**src/rtl/lenc_pkg.sv**
```systemverilog
package lenc_pkg;
   // zero-run lengths that trigger substitution
   localparam int B3ZS_RUN = 3;
   localparam int HDB3_RUN = 4;
   // width of the substitution position counter
   localparam int RUN_W    = $clog2(HDB3_RUN + 1);
endpackage

```
**src/rtl/lenc_src_sel.sv**
```systemverilog
module lenc_src_sel (
   input  logic clk,
   input  logic rst_n,
   input  logic use_direct,
   input  logic nrz_in,
   input  logic direct_in,
   output logic src_bit,
   output logic mon_q
);
   assign src_bit = use_direct ? direct_in : nrz_in;

   always_ff @(posedge clk or negedge rst_n) begin
      if (!rst_n) mon_q <= 1'b0;
      else        mon_q <= src_bit;
   end
endmodule

```
**src/rtl/lenc_delay.sv**
```systemverilog
module lenc_delay #(
   parameter int STAGES = 3
) (
   input  logic              clk,
   input  logic              rst_n,
   input  logic              din,
   input  logic              inj_in,
   output logic [STAGES-1:0] data_q,
   output logic              inj_head,
   output logic              vld_head
);
   logic [STAGES-1:0] inj_q;
   logic [STAGES-1:0] vld_q;

   // index 0 is the youngest bit, STAGES-1 the bit being encoded
   always_ff @(posedge clk or negedge rst_n) begin
      if (!rst_n) begin
         data_q <= '0;
         inj_q  <= '0;
         vld_q  <= '0;
      end else begin
         data_q[0] <= din;
         inj_q[0]  <= inj_in;
         vld_q[0]  <= 1'b1;
         for (int k = 1; k < STAGES; k++) begin
            data_q[k] <= data_q[k-1];
            inj_q[k]  <= inj_q[k-1];
            vld_q[k]  <= vld_q[k-1];
         end
      end
   end

   assign inj_head = inj_q[STAGES-1];
   assign vld_head = vld_q[STAGES-1];
endmodule

```
**src/rtl/lenc_subst.sv**
```systemverilog
module lenc_subst
   import lenc_pkg::*;
#(
   parameter int STAGES = 3
) (
   input  logic            clk,
   input  logic            rst_n,
   input  logic            hdb3_sel,
   input  logic            ami_sel,
   input  logic            vld_head,
   input  logic            inj_head,
   input  logic [STAGES:0] win,
   output logic            line_pos,
   output logic            line_neg
);
   logic [RUN_W-1:0] left_q, left_n, run_len;
   logic last_q, last_n;   // 1: last pulse was positive
   logic par_q, par_n;     // 1: odd mark count since last V
   logic pend_q, pend_n;   // violation waiting for a data mark
   logic pos_n, neg_n;
   logic zrun, head;

   assign head    = win[STAGES];
   assign run_len = hdb3_sel ? RUN_W'(HDB3_RUN) : RUN_W'(B3ZS_RUN);
   assign zrun    = hdb3_sel ? ~|win[STAGES -: HDB3_RUN] : ~|win[STAGES -: B3ZS_RUN];

   always_comb begin
      left_n = left_q;
      last_n = last_q;
      par_n  = par_q;
      pend_n = pend_q;
      pos_n  = 1'b0;
      neg_n  = 1'b0;
      if (vld_head) begin
         pend_n = pend_q | inj_head;
         if (left_q != '0) begin
            // inside a code word: zeros, then V on the last slot
            left_n = left_q - RUN_W'(1);
            if (left_q == RUN_W'(1)) begin
               pos_n = last_q;
               neg_n = !last_q;
               par_n = 1'b0;
            end
         end else if (!ami_sel && zrun) begin
            left_n = run_len - RUN_W'(1);
            if (!par_q) begin
               pos_n  = !last_q;
               neg_n  = last_q;
               last_n = !last_q;
            end
         end else if (head) begin
            if (pend_n) begin
               pos_n  = last_q;
               neg_n  = !last_q;
               pend_n = 1'b0;
            end else begin
               pos_n  = !last_q;
               neg_n  = last_q;
               last_n = !last_q;
            end
            par_n = !par_q;
         end
      end
   end

   always_ff @(posedge clk or negedge rst_n) begin
      if (!rst_n) begin
         left_q   <= '0;
         last_q   <= 1'b0;
         par_q    <= 1'b0;
         pend_q   <= 1'b0;
         line_pos <= 1'b0;
         line_neg <= 1'b0;
      end else begin
         left_q   <= left_n;
         last_q   <= last_n;
         par_q    <= par_n;
         pend_q   <= pend_n;
         line_pos <= pos_n;
         line_neg <= neg_n;
      end
   end
endmodule

```
**src/rtl/lenc_bipolar_top.sv**
```systemverilog
module lenc_bipolar_top
   import lenc_pkg::*;
#(
   parameter int LATENCY = 4
) (
   input  logic clk,
   input  logic rst_n,
   input  logic hdb3_sel,
   input  logic ami_sel,
   input  logic use_direct,
   input  logic nrz_in,
   input  logic direct_in,
   input  logic inject_lcv,
   output logic line_pos,
   output logic line_neg,
   output logic nrz_mon
);
   localparam int STAGES = LATENCY - 1;

   // the look-ahead window must cover the longest zero run
   if (STAGES < HDB3_RUN - 1) begin : g_bad_latency
      $error("LATENCY too small for four-zero look-ahead");
   end

   logic              src_bit;
   logic [STAGES-1:0] data_q;
   logic              inj_head, vld_head;
   logic [STAGES:0]   win;

   lenc_src_sel u_src (
      .clk        (clk),
      .rst_n      (rst_n),
      .use_direct (use_direct),
      .nrz_in     (nrz_in),
      .direct_in  (direct_in),
      .src_bit    (src_bit),
      .mon_q      (nrz_mon)
   );

   lenc_delay #(.STAGES(STAGES)) u_dly (
      .clk      (clk),
      .rst_n    (rst_n),
      .din      (src_bit),
      .inj_in   (inject_lcv),
      .data_q   (data_q),
      .inj_head (inj_head),
      .vld_head (vld_head)
   );

   assign win = {data_q, src_bit};

   lenc_subst #(.STAGES(STAGES)) u_enc (
      .clk      (clk),
      .rst_n    (rst_n),
      .hdb3_sel (hdb3_sel),
      .ami_sel  (ami_sel),
      .vld_head (vld_head),
      .inj_head (inj_head),
      .win      (win),
      .line_pos (line_pos),
      .line_neg (line_neg)
   );
endmodule

```
**config.mk**
```make
export PLATFORM = sky130hd
export DESIGN_NAME = lenc_bipolar_top
export DESIGN_NICKNAME = d
export VERILOG_FILES = /design/src/rtl/lenc_pkg.sv /design/src/rtl/lenc_src_sel.sv /design/src/rtl/lenc_delay.sv /design/src/rtl/lenc_subst.sv /design/src/rtl/lenc_bipolar_top.sv
export SDC_FILE = /design/constraint.sdc
export NUM_CORES = 1
export LEC_CHECK = 0
export ABC_CLOCK_PERIOD_IN_PS = 1800
export CAP_MARGIN = 25
export CORE_UTILIZATION = 47
export CTS_CLUSTER_DIAMETER = 50
export CTS_CLUSTER_SIZE = 20
export DETAILED_ROUTE_END_ITERATION = 12
export PLACE_DENSITY = 0.81
export SYNTH_ARGS = -nofsm -noshare
export SYNTH_HDL_FRONTEND = slang
export SYNTH_SLANG_ARGS = --single-unit
```
**constraint.sdc**
```tcl
create_clock -name clk -period 1.8 [get_ports clk]
set_input_delay 0.36 -clock clk [delete_from_list [all_inputs] [get_ports clk]]
set_output_delay 0.36 -clock clk [all_outputs]
set_load 0.03 [all_outputs]
```
# Word level (Yosys, flattened, before mapping)
# Cells that the tools add are included.
# totals
out_inout_bits	3
word_cells	62
input_bits	8
reg_bits	18
# classes
muxes	29
add_sub_neg	2
n_eq_ne	4
bitwise_logic	2
n_reduce_logical	15
# ops
operator	n
two-way mux 1 bit	26
two-way mux 3 bit	3
AND reduction 4 bit	2
nonzero test 2 bit	3
subtractor 3 x 1 -> 3 bit, second input constant	2
zero test 1 bit	5
!= test 2 bit, second input constant	2
OR reduction 4 bit	1
equality test 3 x 1 -> 1 bit, second input constant	1
nonzero test 3 bit	1
OR reduction 3 bit	1
!= test 2 x 1 -> 1 bit, second input constant	1
AND reduction 2 bit	1
logical AND 1 bit	1
inverter 1 bit	1
OR 1 bit	1

# Depth between registers and ports, before layout
# Gate-level depths: netlist of run 1.
# logic_depth
depth_word	8
depth_mapped	7
ltp_nobuf	7

# Modules after synthesis
# From an unflattened synthesis of run 1, not the netlist that was laid out.
# hier_totals
cells_unflattened	56
area_unflattened_um2	737.0
# modules_own_cells
module	seq_area_each_um2	cells_each	area_per_inst_um2	instances
lenc_subst	200.2	44	467.9	1
lenc_delay	225.2	10	229.0	1
lenc_src_sel	25.0	2	40.0	1

# Worst setup path after synthesis of run 1
# OpenSTA, ideal clock, no wires.
# synth_timing
path_kind	register to register
from	reg u_enc.left_q[0]
to	reg u_enc.last_q
period_less_slack_ns	1.808
path_buffers	1
setup_time_ns	0.087
arrival_time_ns	1.722
setup_slack_ns	-0.008
path_stages_with_launch	8
t_required_ns	1.713
cell_sequence	dfrtp_1 -> inv_1 -> ha_1 -> ha_1 -> clkbuf_1 -> nand2_1 -> a2111o_1 -> a211oi_2
# synth_via
elab_chain_len	3
# synth_lines
item	line_no	rtl
start: declaration	lenc_subst.sv:16	logic [RUN_W-1:0] left_q, left_n, run_len;
start signal: assignment	lenc_subst.sv:75	left_q <= left_n;
nonzero test 3 bit	lenc_subst.sv:36	if (left_q != '0) begin
inverter 1 bit (no source line)	n/a	
AND reduction 4 bit (no source line)	n/a	
end signal: assignment	lenc_subst.sv:76	last_q <= last_n;
end: declaration	lenc_subst.sv:17	logic last_q, last_n;
# No other way between the ends.
# A chain may end at the register's enable or synchronous reset.

==> results of run 1 <==
sequential cells by signal, indices dropped and copies added, names as in the netlist:
name and flops:
u_enc.line_pos 1, u_dly.data_q 3, u_enc.par_q 1, u_dly.inj_q 3, u_enc.pend_q 1, u_enc.line_neg 1
u_dly.vld_q 3, u_enc.left_q 3, u_enc.last_q 1
synth_stat cells:
| cell | instances | area share, % |
|---|---|---|
| sky130_fd_sc_hd__nand2_1 | 3 | 1.4 |
| sky130_fd_sc_hd__a211oi_1 | 1 | 0.91 |
| sky130_fd_sc_hd__mux2_2 | 1 | 1.4 |
| sky130_fd_sc_hd__dfrtp_1 | 17 | 52 |
| sky130_fd_sc_hd__a211oi_2 | 1 | 1.5 |
| sky130_fd_sc_hd__a2111oi_2 | 1 | 1.8 |
| sky130_fd_sc_hd__a22o_1 | 1 | 1.1 |
| sky130_fd_sc_hd__conb_1 | 1 | 0.46 |
| sky130_fd_sc_hd__and3_1 | 2 | 1.5 |
| sky130_fd_sc_hd__nand3_1 | 4 | 2.4 |
| sky130_fd_sc_hd__nor2b_1 | 2 | 1.5 |
| sky130_fd_sc_hd__or3b_1 | 1 | 1.1 |
| sky130_fd_sc_hd__clkbuf_1 | 2 | 0.91 |
| sky130_fd_sc_hd__nand2b_1 | 2 | 1.5 |
| sky130_fd_sc_hd__inv_1 | 6 | 2.7 |
| sky130_fd_sc_hd__a222oi_1 | 2 | 2.4 |
| sky130_fd_sc_hd__o211a_1 | 1 | 1.2 |
| sky130_fd_sc_hd__o22ai_1 | 1 | 0.76 |
| sky130_fd_sc_hd__o21bai_1 | 1 | 0.91 |
| sky130_fd_sc_hd__nor2_1 | 4 | 1.8 |
| sky130_fd_sc_hd__ha_1 | 4 | 6.1 |
| sky130_fd_sc_hd__buf_6 | 1 | 1.4 |
| sky130_fd_sc_hd__o21ai_1 | 1 | 0.61 |
| sky130_fd_sc_hd__a211o_1 | 1 | 1.1 |
| sky130_fd_sc_hd__a22oi_1 | 1 | 0.91 |
| sky130_fd_sc_hd__a21oi_1 | 2 | 1.2 |
| sky130_fd_sc_hd__or4_4 | 1 | 1.4 |
| sky130_fd_sc_hd__nor4bb_1 | 1 | 1.2 |
| sky130_fd_sc_hd__o2111a_1 | 1 | 1.4 |
| sky130_fd_sc_hd__mux2i_1 | 1 | 1.2 |
| sky130_fd_sc_hd__and2_1 | 2 | 1.5 |
| sky130_fd_sc_hd__a2111o_1 | 2 | 2.7 |
through the flow:
| step | instances | total power (W) | worst slack [ns] | area (um^2) | TNS (ns) |
|---|---|---|---|---|---|
| 3_5_place_dp | 100 | 0.00107 | -0.134 | 960 | -0.534 |
| 2_1_floorplan | 72 | 0.000906 | 0.0243 | 822 | 0 |
| 4_1_cts | 104 | 0.00129 | 0.0253 | 992 | 0 |
| 3_3_place_gp | 100 | 0.00104 | -0.0807 | 960 | -0.350 |
| 6_report | 104 | 0.00131 | 0.0740 | 1000 | 0 |
| 5_1_grt | 104 | 0.00141 | 0.0118 | 1000 | 0 |
logic make-up after synthesis:
| logic type | synth area share, % |
|---|---|
| other | 0.457 |
| muxes | 2.59 |
| DFF | 51.8 |
| AOI/OAI and AO/OA | 18.6 |
| and+or+nand+nor | 15.4 |
| adders and majority gates | 6.10 |
| buffers and inverters | 5.03 |
routing by layer:
layer  vias up  track usage (%)  share of wire (%)
met4         0             9.38               0.60
met2        12             39.4                 55
met3         2             3.75                3.1
li1        291                -                  -
met5         -                0                  0
met1       315             23.1                 42
cell type report:
cell class | instances | share of cell area (%)
clock buffers | 3 | 2.24
clock inverters | 1 | 0.747
inverters | 6 | 2.24
multi-input cells | 46 | 36.7
flip-flops and latches | 17 | 42.3
well taps | 16 | 1.99
repair buffers | 15 | 13.7
report_power, final:
| group | total, W | internal [W] | switching, W |
|---|---|---|---|
| sequential | 0.000557 | 0.000473 | 0.0000836 |
| clock | 0.000215 | 0.0000845 | 0.000131 |
| combinational | 0.000538 | 0.000266 | 0.000272 |
| total | 0.00131 | 0.000824 | 0.000487 |
path summary, 6_finish.rpt:
check	from	endpoint	cells after the start
max	u_dly.data_q[0]	nrz_mon	1
min reg2reg	u_dly.vld_q[1]	u_dly.vld_q[2]	0
max in group asynchronous	rst_n	u_enc.left_q[0]	2
min	u_dly.vld_q[1]	u_dly.vld_q[2]	0
max reg2reg	u_dly.data_q[2]	u_enc.last_q	3
min in group asynchronous	rst_n	u_enc.par_q	2
what timing repair did:
action,4_1_cts,5_1_grt
hold buffers,0,0
gates resized for setup,1,2
endpoints found under the setup margin,2,4
setup buffers,0,0
pin swaps,0,1
==> metrics.txt, run 1 <==
maximum vdd drop 787 uV; Avg Vias per Cell 5.96; distinct cell type count of the synthesized netlist 32; routed len/inst 16.0 um; fill cell instance count of the final layout 125; storage element area 425 um^2; leakage power figure roughly 0.45 nW; run status finished, violations left; first-pass GRT wire length 2.92 mm; vias post-DR 620; series of cell instances along the critical path clkdlybuf4s50_1; type of the setup path with the least slack flop to primary output; post-layout utilization of the core 63.7%; total global routing track utilization 21.2%; clock-pin slew on the worst setup and hold paths 0.11 ns; Core Footprint 1580 um^2; Antenna Diode Count 0; overall die area 1920 um^2; top fanout value on the critical path 3; shortest clock period the worst path allows after layout ~1.7 ns; die height ~44 um; endpoint arrival time on the critical path 1.37 ns; RSZ-0062 raised after global routing false; number of buffers and inverters on the critical path 1; # rows 14; portion of the post-synthesis area used by sequential elements 51.8%; total iterations of the first detailed-routing run 8; combined area of all synthesized cells 821 um^2; area of the multi-input gates 369 um^2; detailed-placement wirelength estimate 1.18 mm; slowest stage delay, CP 0.68 ns; Worst setup SP type flop; Die Width about 44 um; flop2flop setup slack 0.09 ns; Max Clock Freq 0.579 GHz; TritonCTS buffer count 3; routability cong. between 0.8 and 0.9; Maximum Capacitance Violations 0; TritonCTS clock tree done; count of input and output buffers 10; area overhead of the layout relative to synthesis 22.4%; buffer cell driving the clock tree root sky130_fd_sc_hd__clkbuf_4; latest clock arrival within the worst-skew pair 0.29 ns; leading cell type in the layout, fill and taps excluded sky130_fd_sc_hd__dfrtp_1; cell count after synthesis 72; Final #Nets 101; Avg Cell Area, Syn 11.4 um^2; number of sinks on the clock net 17; Data required, critical path 1.44 ns; starting utilization of the core area a little over half; proportion of layout cells with a drive suffix above 1 about 17%; Post-route DRC 1; number of H-tree levels 1; final-report hold violation count 0; Hold Slack 0.361 ns; class of the tightest hold or removal check flop to flop; Setup crit end kind primary output; clk_skew 0.00305 ns; synth warn 0; max-slew violation count 0; number of DRC markers after the initial detailed-route iteration 18; post-synthesis register bit count 17; gr ovfl total 0; initial antenna violation count 0; number of buffers on the longest clock path 2; commonest non-fill, non-tap cells in the layout sky130_fd_sc_hd__dfrtp_1, sky130_fd_sc_hd__clkdlybuf4s50_1, sky130_fd_sc_hd__inv_1; crit path max-delay cell type sky130_fd_sc_hd__clkdlybuf4s50_1; final wirelength 1.67 mm; power density over the cells about 1300 nW/um^2; Top delay family on crit path buffers and inverters; vias in the first global route 687; antenna violation net count after detailed routing 0; maximum number of pins on one net before global-route repair 18; I/O pin count 11; part of the cycle the worst path needs 95.9%; number of nets produced by synthesis 84; failing checks design-rule violations; setup violators final 0
No activity file was read; power rests on OpenSTA's default activity.
==> inputs of run 2 (changes only) <==
--- a/config.mk
+++ b/config.mk
@@ -5,13 +5,13 @@
 export SDC_FILE = /design/constraint.sdc
 export NUM_CORES = 1
 export LEC_CHECK = 0
-export ABC_CLOCK_PERIOD_IN_PS = 1800
+export ABC_CLOCK_PERIOD_IN_PS = 2200
 export CAP_MARGIN = 25
-export CORE_UTILIZATION = 47
+export CORE_UTILIZATION = 25
 export CTS_CLUSTER_DIAMETER = 50
 export CTS_CLUSTER_SIZE = 20
 export DETAILED_ROUTE_END_ITERATION = 12
-export PLACE_DENSITY = 0.81
+export PLACE_DENSITY = 0.51
 export SYNTH_ARGS = -nofsm -noshare
 export SYNTH_HDL_FRONTEND = slang
 export SYNTH_SLANG_ARGS = --single-unit
==> constraint.sdc (replaced) <==
create_clock -name clk -period 2.2 [get_ports clk]
set_input_delay 0.44 -clock clk [delete_from_list [all_inputs] [get_ports clk]]
set_output_delay 0.44 -clock clk [all_outputs]
set_load 0.03 [all_outputs]
==> metrics.txt, run 2 (same netlist as run 1, synthesis figures left out) <==
commonest non-fill, non-tap cells in the layout sky130_fd_sc_hd__dfrtp_1, sky130_fd_sc_hd__clkdlybuf4s50_1, sky130_fd_sc_hd__inv_1; Setup crit end kind flop; antenna violation net count after detailed routing 0 (unchanged); shortest clock period the worst path allows after layout around 2.0 ns; final wirelength 1.44 mm (-13%); max-slew violation count 0 (unchanged); TritonCTS clock tree done; count of hold buffers inserted by post-cts repair 0 (unchanged); Top delay family on crit path compound AO/OA/AOI/OAI gates; leading cell type in the layout, fill and taps excluded sky130_fd_sc_hd__dfrtp_1; part of the cycle the worst path needs 88.8%; crit path max-delay cell type sky130_fd_sc_hd__a2111o_1; setup violators final 0 (unchanged); overall die area 3520 um^2 (+83%); Power Internal 0.000644 W (-22%); leakage power figure 0.430 nW (-3.9%); Routed met1 length 686 um (-1.3%); number of buffers on the longest clock path 2 (unchanged); Core Footprint 3080 um^2 (+95%); routed length on met2 691 um (-24%); latest clock arrival within the worst-skew pair 0.29 ns (about the same); routability cong. 0.724 (-12%); final-report hold violation count 0 (unchanged); # Post-CTS Setup Buffers 0 (unchanged); run status completed; Data required, critical path 2.41 ns (+0.97 ns); detailed-placement wirelength estimate 1.03 mm (-13%); total global routing track utilization 9.82% (-11 points); Max Clock Freq 0.512 GHz; # rows 20 (+6); number of DRC markers after the initial detailed-route iteration 20 (+2); Maximum Capacitance Violations 0 (unchanged); vias in the first global route 605 (-12%); total iterations of the first detailed-routing run 4 (-4); cts repair resizes 0 (-1); first-pass GRT wire length 2.56 mm (-12%); routed len/inst 11.3 um (-30%); area overhead of the layout relative to synthesis 21.2%; clock network fraction of total power 16.9% (+0.5 points); clock-pin slew on the worst setup and hold paths 0.11 ns (about the same); most used cell along the critical path sky130_fd_sc_hd__ha_1; maximum number of pins on one net before global-route repair 18 (unchanged); count of input and output buffers 10 (unchanged); Sw Ratio 36.7% (-0.43 points); amount of wire on met3 after detailed routing 53 um (+3.9%); number of buffers and inverters on the critical path 1 (unchanged); number of H-tree levels 1 (unchanged); proportion of layout cells with a drive suffix above 1 10.7% (-6.3 points); post-layout utilization of the core 32.3% (-31 points); endpoint arrival time on the critical path 2.16 ns (+0.79 ns); power density over the cells 1020 nW/um^2 (-22%); sequential group share of total power 44.7% (+2.2 points); Gate power share 38.4% (-2.6 points); Antenna Diode Count 0 (unchanged); RSZ-0062 raised after global routing false; maximum vdd drop 554 uV (-30%); TritonCTS buffer count 3 (unchanged); series of cell instances along the critical path inv_1 > ha_1 > ha_1 > nand2_1 > a2111o_1 > a211oi_2; slowest stage delay, CP 0.44 ns (-0.24 ns); initial antenna violation count 0 (unchanged); starting utilization of the core area 26.7% (-25 points); Worst setup SP type flop; clk_skew 0.00668 ns (+0.00362 ns); I/O pin count 11 (unchanged); Final #Nets 97 (-4.0%); fill cell instance count of the final layout 308 (+150%); top fanout value on the critical path 12 (+9); highest signal layer in the routed design met4; number of sinks on the clock net 17 (unchanged); setup TNS 0 ns (unchanged); flop2flop setup slack 0.25 ns (+0.16 ns); buffer cell driving the clock tree root sky130_fd_sc_hd__clkbuf_4; Post-route DRC 0 (-1); die height 59.3 um (+35%); type of the setup path with the least slack flop to flop; gr ovfl total 0 (unchanged); class of the tightest hold or removal check flop to flop; Avg Vias per Cell 4.59 (-23%); Die Width 59.3 um (+35%); net switching component of the power 0.000373 W (-23%); vias post-DR 588 (-5.2%)
-- run 2: changes by cell type in the layout (fill, tap and decap cells not counted) --
| cell | change |
|---|---|
| sky130_fd_sc_hd__ha_1 | +2 |
| sky130_fd_sc_hd__ha_2 | -1 |
| sky130_fd_sc_hd__ha_4 | -1 |
| sky130_fd_sc_hd__buf_4 | -4 |
-- run 2: path summary, 6_finish.rpt --
check                           cells past startpoint       startpoint         endpoint
worst min-delay path                                0   u_dly.vld_q[0]   u_dly.vld_q[1]
worst max register to register                      6  u_enc.left_q[0]     u_enc.last_q
max in group asynchronous                           2            rst_n   u_dly.inj_q[2]
worst min register to register                      0   u_dly.vld_q[0]   u_dly.vld_q[1]
min in group asynchronous                           2            rst_n  u_enc.left_q[1]
worst max-delay path                                6  u_enc.left_q[0]     u_enc.last_q
-- run 2: power groups by stage --
stage | registers [W] | clock network (W) | logic, W
after floorplan | 0.000469 | 0 | 0.000269
after global placement | 0.000460 | 0 | 0.000390
after detailed placement | 0.000462 | 0 | 0.000392
after CTS | 0.000455 | 0.000180 | 0.000395
after global routing | 0.000465 | 0.000191 | 0.000439
final | 0.000455 | 0.000172 | 0.000390
-- run 2: worst register-to-register path: stages (launching register included) --
cell	delay (ns)
sky130_fd_sc_hd__dfrtp_1	0.42
sky130_fd_sc_hd__inv_1	0.11
sky130_fd_sc_hd__ha_1	0.18
sky130_fd_sc_hd__ha_1	0.40
sky130_fd_sc_hd__nand2_1	0.14
sky130_fd_sc_hd__a2111o_1	0.44
sky130_fd_sc_hd__a211oi_2	0.19
-- run 2: layer usage --
metal / GRT usage, % / up-vias
met5: 0 / -
met3: 3.93 / 2
li1: - / 282
met4: 2.38 / 0
met2: 16.2 / 12
met1: 11.9 / 292
-- run 2: metrics by stage --
stage | power [W] | hold slack [ns] | std cells | instance area (um^2) | worst slack (ns)
floorplan | 0.000738 | 0.144 | 72 | 821 | 0.392
global placement | 0.000849 | 0.332 | 124 | 965 | 0.168
detailed placement | 0.000854 | 0.337 | 124 | 965 | 0.130
CTS | 0.00103 | 0.363 | 128 | 995 | 0.219
global route | 0.00110 | 0.371 | 128 | 995 | 0.109
finish | 0.00102 | 0.360 | 128 | 995 | 0.247
-- run 2: cell type report --
type                    instances  area (um^2)  share of cell area, %
clock buffers                   3         22.5                   2.26
clock inverters                 1         7.51                  0.755
inverters                       6         22.5                   2.26
multi-input cells              46          354                   35.6
flip-flops and latches         17          425                   42.8
well taps                      44         55.1                   5.53
repair buffers                 11          108                   10.8
==> inputs of run 3 (changes only) <==
--- a/config.mk
+++ b/config.mk
@@ -5,13 +5,14 @@
 export SDC_FILE = /design/constraint.sdc
 export NUM_CORES = 1
 export LEC_CHECK = 0
+export ABC_AREA = 1
 export ABC_CLOCK_PERIOD_IN_PS = 2200
 export CAP_MARGIN = 25
-export CORE_UTILIZATION = 25
+export CORE_UTILIZATION = 56
 export CTS_CLUSTER_DIAMETER = 50
 export CTS_CLUSTER_SIZE = 20
 export DETAILED_ROUTE_END_ITERATION = 12
-export PLACE_DENSITY = 0.51
+export PLACE_DENSITY = 0.81
 export SYNTH_ARGS = -nofsm -noshare
 export SYNTH_HDL_FRONTEND = slang
 export SYNTH_SLANG_ARGS = --single-unit
==> metrics.txt, run 3 <==
Register-to-Register Path Depth 7 (+1); commonest non-fill, non-tap cells in the layout sky130_fd_sc_hd__nand2_1, sky130_fd_sc_hd__dfrtp_1, sky130_fd_sc_hd__inv_1; part of the cycle the worst path needs 81.1% (-7.7 points); top-area cell type share of the netlist area 51.1% (-0.78 points); series of cell instances along the critical path clkdlybuf4s50_1; area overhead of the layout relative to synthesis 17.7%; Gate power share 39.8% (+1.4 points); sequential group share of total power 43.8% (-0.9 points); ranking of synthesized cells by area sky130_fd_sc_hd__dfrtp_1, sky130_fd_sc_hd__nand2_1, sky130_fd_sc_hd__ha_1; Power Internal 0.000620 W (-3.6%); type of the setup path with the least slack flop to primary output; shortest clock period the worst path allows after layout 1.78 ns (-0.169 ns); portion of the post-synthesis area used by sequential elements 51.1% (-0.78 points); count of hold buffers inserted by post-cts repair 0 (unchanged); slowest stage delay, CP 0.68 ns (+0.24 ns); TritonCTS buffer count 3 (unchanged); Setup crit end kind primary output; post-route total power 0.00102 W (+0.21%); starting utilization of the core area 61.7% (+35 points); TritonCTS clock tree done; crit path max-delay cell type sky130_fd_sc_hd__clkdlybuf4s50_1; top fanout value on the critical path 3 (-9); count leader, synth sky130_fd_sc_hd__nand2_1; proportion of layout cells with a drive suffix above 1 15.0% (+4.2 points); maximum number of pins on one net before global-route repair 18 (unchanged); max-slew violation count 0 (unchanged); antenna violation net count after detailed routing 0 (unchanged); initial antenna violation count 0 (unchanged); net switching component of the power 0.000399 W (+6.8%); I/O pin count 11 (unchanged); # rows 13 (-35%); ranking of synthesized cells by instance count sky130_fd_sc_hd__nand2_1, sky130_fd_sc_hd__dfrtp_1, sky130_fd_sc_hd__inv_1, sky130_fd_sc_hd__nand2_2, sky130_fd_sc_hd__o21ai_0; class of the tightest hold or removal check flop to flop; # Post-CTS Setup Buffers 0 (unchanged); power density over the cells 1040 nW/um^2 (+1.6%); number of nets produced by synthesis 105 (+25%); vias in the first global route 577 (-4.6%); die height 40.6 um (-32%); detailed-placement wirelength estimate 1.07 mm (+4.4%); Critical R2R Capture u_enc.par_q; number of DRC markers after the initial detailed-route iteration 19 (-5.0%); capturing instance or port of the critical path nrz_mon; total global routing track utilization 21.8% (+12 points); number of buffers and inverters on the critical path 1 (unchanged); Async S/R FF share, synth 100% (unchanged); number of H-tree levels 1 (unchanged); Data required, critical path 1.76 ns (-0.65 ns); leading cell type in the layout, fill and taps excluded sky130_fd_sc_hd__nand2_1; number of sinks on the clock net 17 (unchanged); Core Footprint 1350 um^2 (-56%); overall die area 1650 um^2 (-53%); distinct cell type count of the synthesized netlist 22 (-31%); Maximum Capacitance Violations 0 (unchanged); cell count after synthesis 93 (+29%); routed len/inst 11.4 um (+0.92%); Post-synth EDFFs 0 (unchanged); post-route design area 981 um^2 (-1.4%); source of the worst register-to-register timing path u_enc.left_q[0]; count of input and output buffers 10 (unchanged); Final #Nets 120 (+24%); RSZ-0062 raised after global routing false; endpoint arrival time on the critical path 1.34 ns (-0.82 ns); Sw Ratio 39.1% (+2.4 points); clk_skew 0.00816 ns (+0.00149 ns); number of buffers on the longest clock path 2 (unchanged); first-pass GRT wire length 2.29 mm (-11%); run status completed; Avg Vias per Cell 5.11 (+11%); Worst setup SP type flop; buffer cell driving the clock tree root sky130_fd_sc_hd__clkbuf_4; final-report hold violation count 0 (unchanged); latest clock arrival within the worst-skew pair 0.29 ns (about the same); maximum vdd drop 662 uV (+20%); Avg Cell Area, Syn 8.96 um^2 (-21%); Max Clock Freq 0.561 GHz (+9.5%); Die Width 40.6 um (-32%); flop2flop setup slack 0.66 ns (+0.41 ns); total iterations of the first detailed-routing run 4 (unchanged); setup violators final 0 (unchanged); leakage power figure 0.479 nW (+11%); clock-pin slew on the worst setup and hold paths 0.10 ns (about the same); synth warn 0 (unchanged); total cell area at the placement stage 955 um^2 (-1.0%); cts repair resizes 0 (unchanged); gr ovfl total 0 (unchanged); instance count on the critical path 1 (-5); Synth area leader sky130_fd_sc_hd__dfrtp_1; Antenna Diode Count 0 (unchanged); clock network fraction of total power 16.4% (-0.5 points); primary flip-flop cell chosen by synthesis mapping sky130_fd_sc_hd__dfrtp_1; setup TNS 0 ns (unchanged); combined area of all synthesized cells 833 um^2 (+1.5%); Top delay family on crit path buffers and inverters; Post-route DRC 0 (unchanged); worst setup path start u_dly.data_q[0]; post-synthesis register bit count 17 (unchanged); final wirelength 1.39 mm (-3.8%); routability cong. 0.757 (+4.6%); vias post-DR 623 (+6.0%)
[run 3: cell types whose count changed after synthesis, moves of 5 or more]
cell                      before  now
sky130_fd_sc_hd__o21ai_0       0    5
sky130_fd_sc_hd__nand2_1       3   21
sky130_fd_sc_hd__nand2_2       0    5
sky130_fd_sc_hd__inv_1         6   13
[run 3: logic make-up (layout without fill, tap and decap cells)]
| logic type | after synthesis | in the layout | synth area share (%) |
|---|---|---|---|
| simple gates | 39 | 39 | 24.8 |
| flops | 17 | 17 | 51.1 |
| buf+inv | 17 | 31 | 7.81 |
| compound gates | 15 | 15 | 9.91 |
| fa+ha+maj | 4 | 4 | 6.01 |
| other cells | 1 | 1 | 0.450 |
[run 3: layer usage]
layer,GRT usage [%],vias up,wire [um]
li1,-,315,-
met1,26.3,285,602
met2,36.5,19,717
met3,5.00,4,53
met4,10.0,0,17
met5,0,-,0
[run 3: power groups by stage]
stage	clock [W]	combinational (W)	sequential, W
2_1_floorplan	0	0.000272	0.000465
3_3_place_gp	0	0.000383	0.000447
3_5_place_dp	0	0.000405	0.000452
4_1_cts	0.000169	0.000409	0.000445
5_1_grt	0.000184	0.000465	0.000455
6_report	0.000167	0.000405	0.000447
[run 3: area by class of cell]
| class | instances | area [um^2] |
|---|---|---|
| Fill cell | 110 | 369 |
| Sequential cell | 17 | 425 |
| Inverter | 16 | 60.1 |
| Clock buffer | 4 | 26.3 |
| Multi-Input combinational cell | 59 | 343 |
| Tap cell | 15 | 18.8 |
| Timing Repair Buffer | 11 | 108 |
[run 3: through the flow]
stage	hold WS [ns]	cells	utilization, %	worst slack, ns
3_5_place_dp	0.336	118	70.7	0.526
5_1_grt	0.362	122	72.7	0.364
4_1_cts	0.358	122	72.7	0.416
3_3_place_gp	0.335	118	70.7	0.595
6_report	0.358	122	72.7	0.417
2_1_floorplan	0.144	93	-	0.847
[run 3: worst min-delay path by stage]
stage / start / end / slack, ns / cells past startpoint
floorplan: rst_n / u_dly.data_q[0] / 0.14 / 0
global placement: u_dly.vld_q[1] / u_dly.vld_q[2] / 0.33 / 0
detailed placement: u_dly.inj_q[1] / u_dly.inj_q[2] / 0.34 / 0
finish: u_dly.inj_q[1] / u_dly.inj_q[2] / 0.36 / 0
global route: u_dly.inj_q[1] / u_dly.inj_q[2] / 0.36 / 0
CTS: u_dly.inj_q[1] / u_dly.inj_q[2] / 0.36 / 0
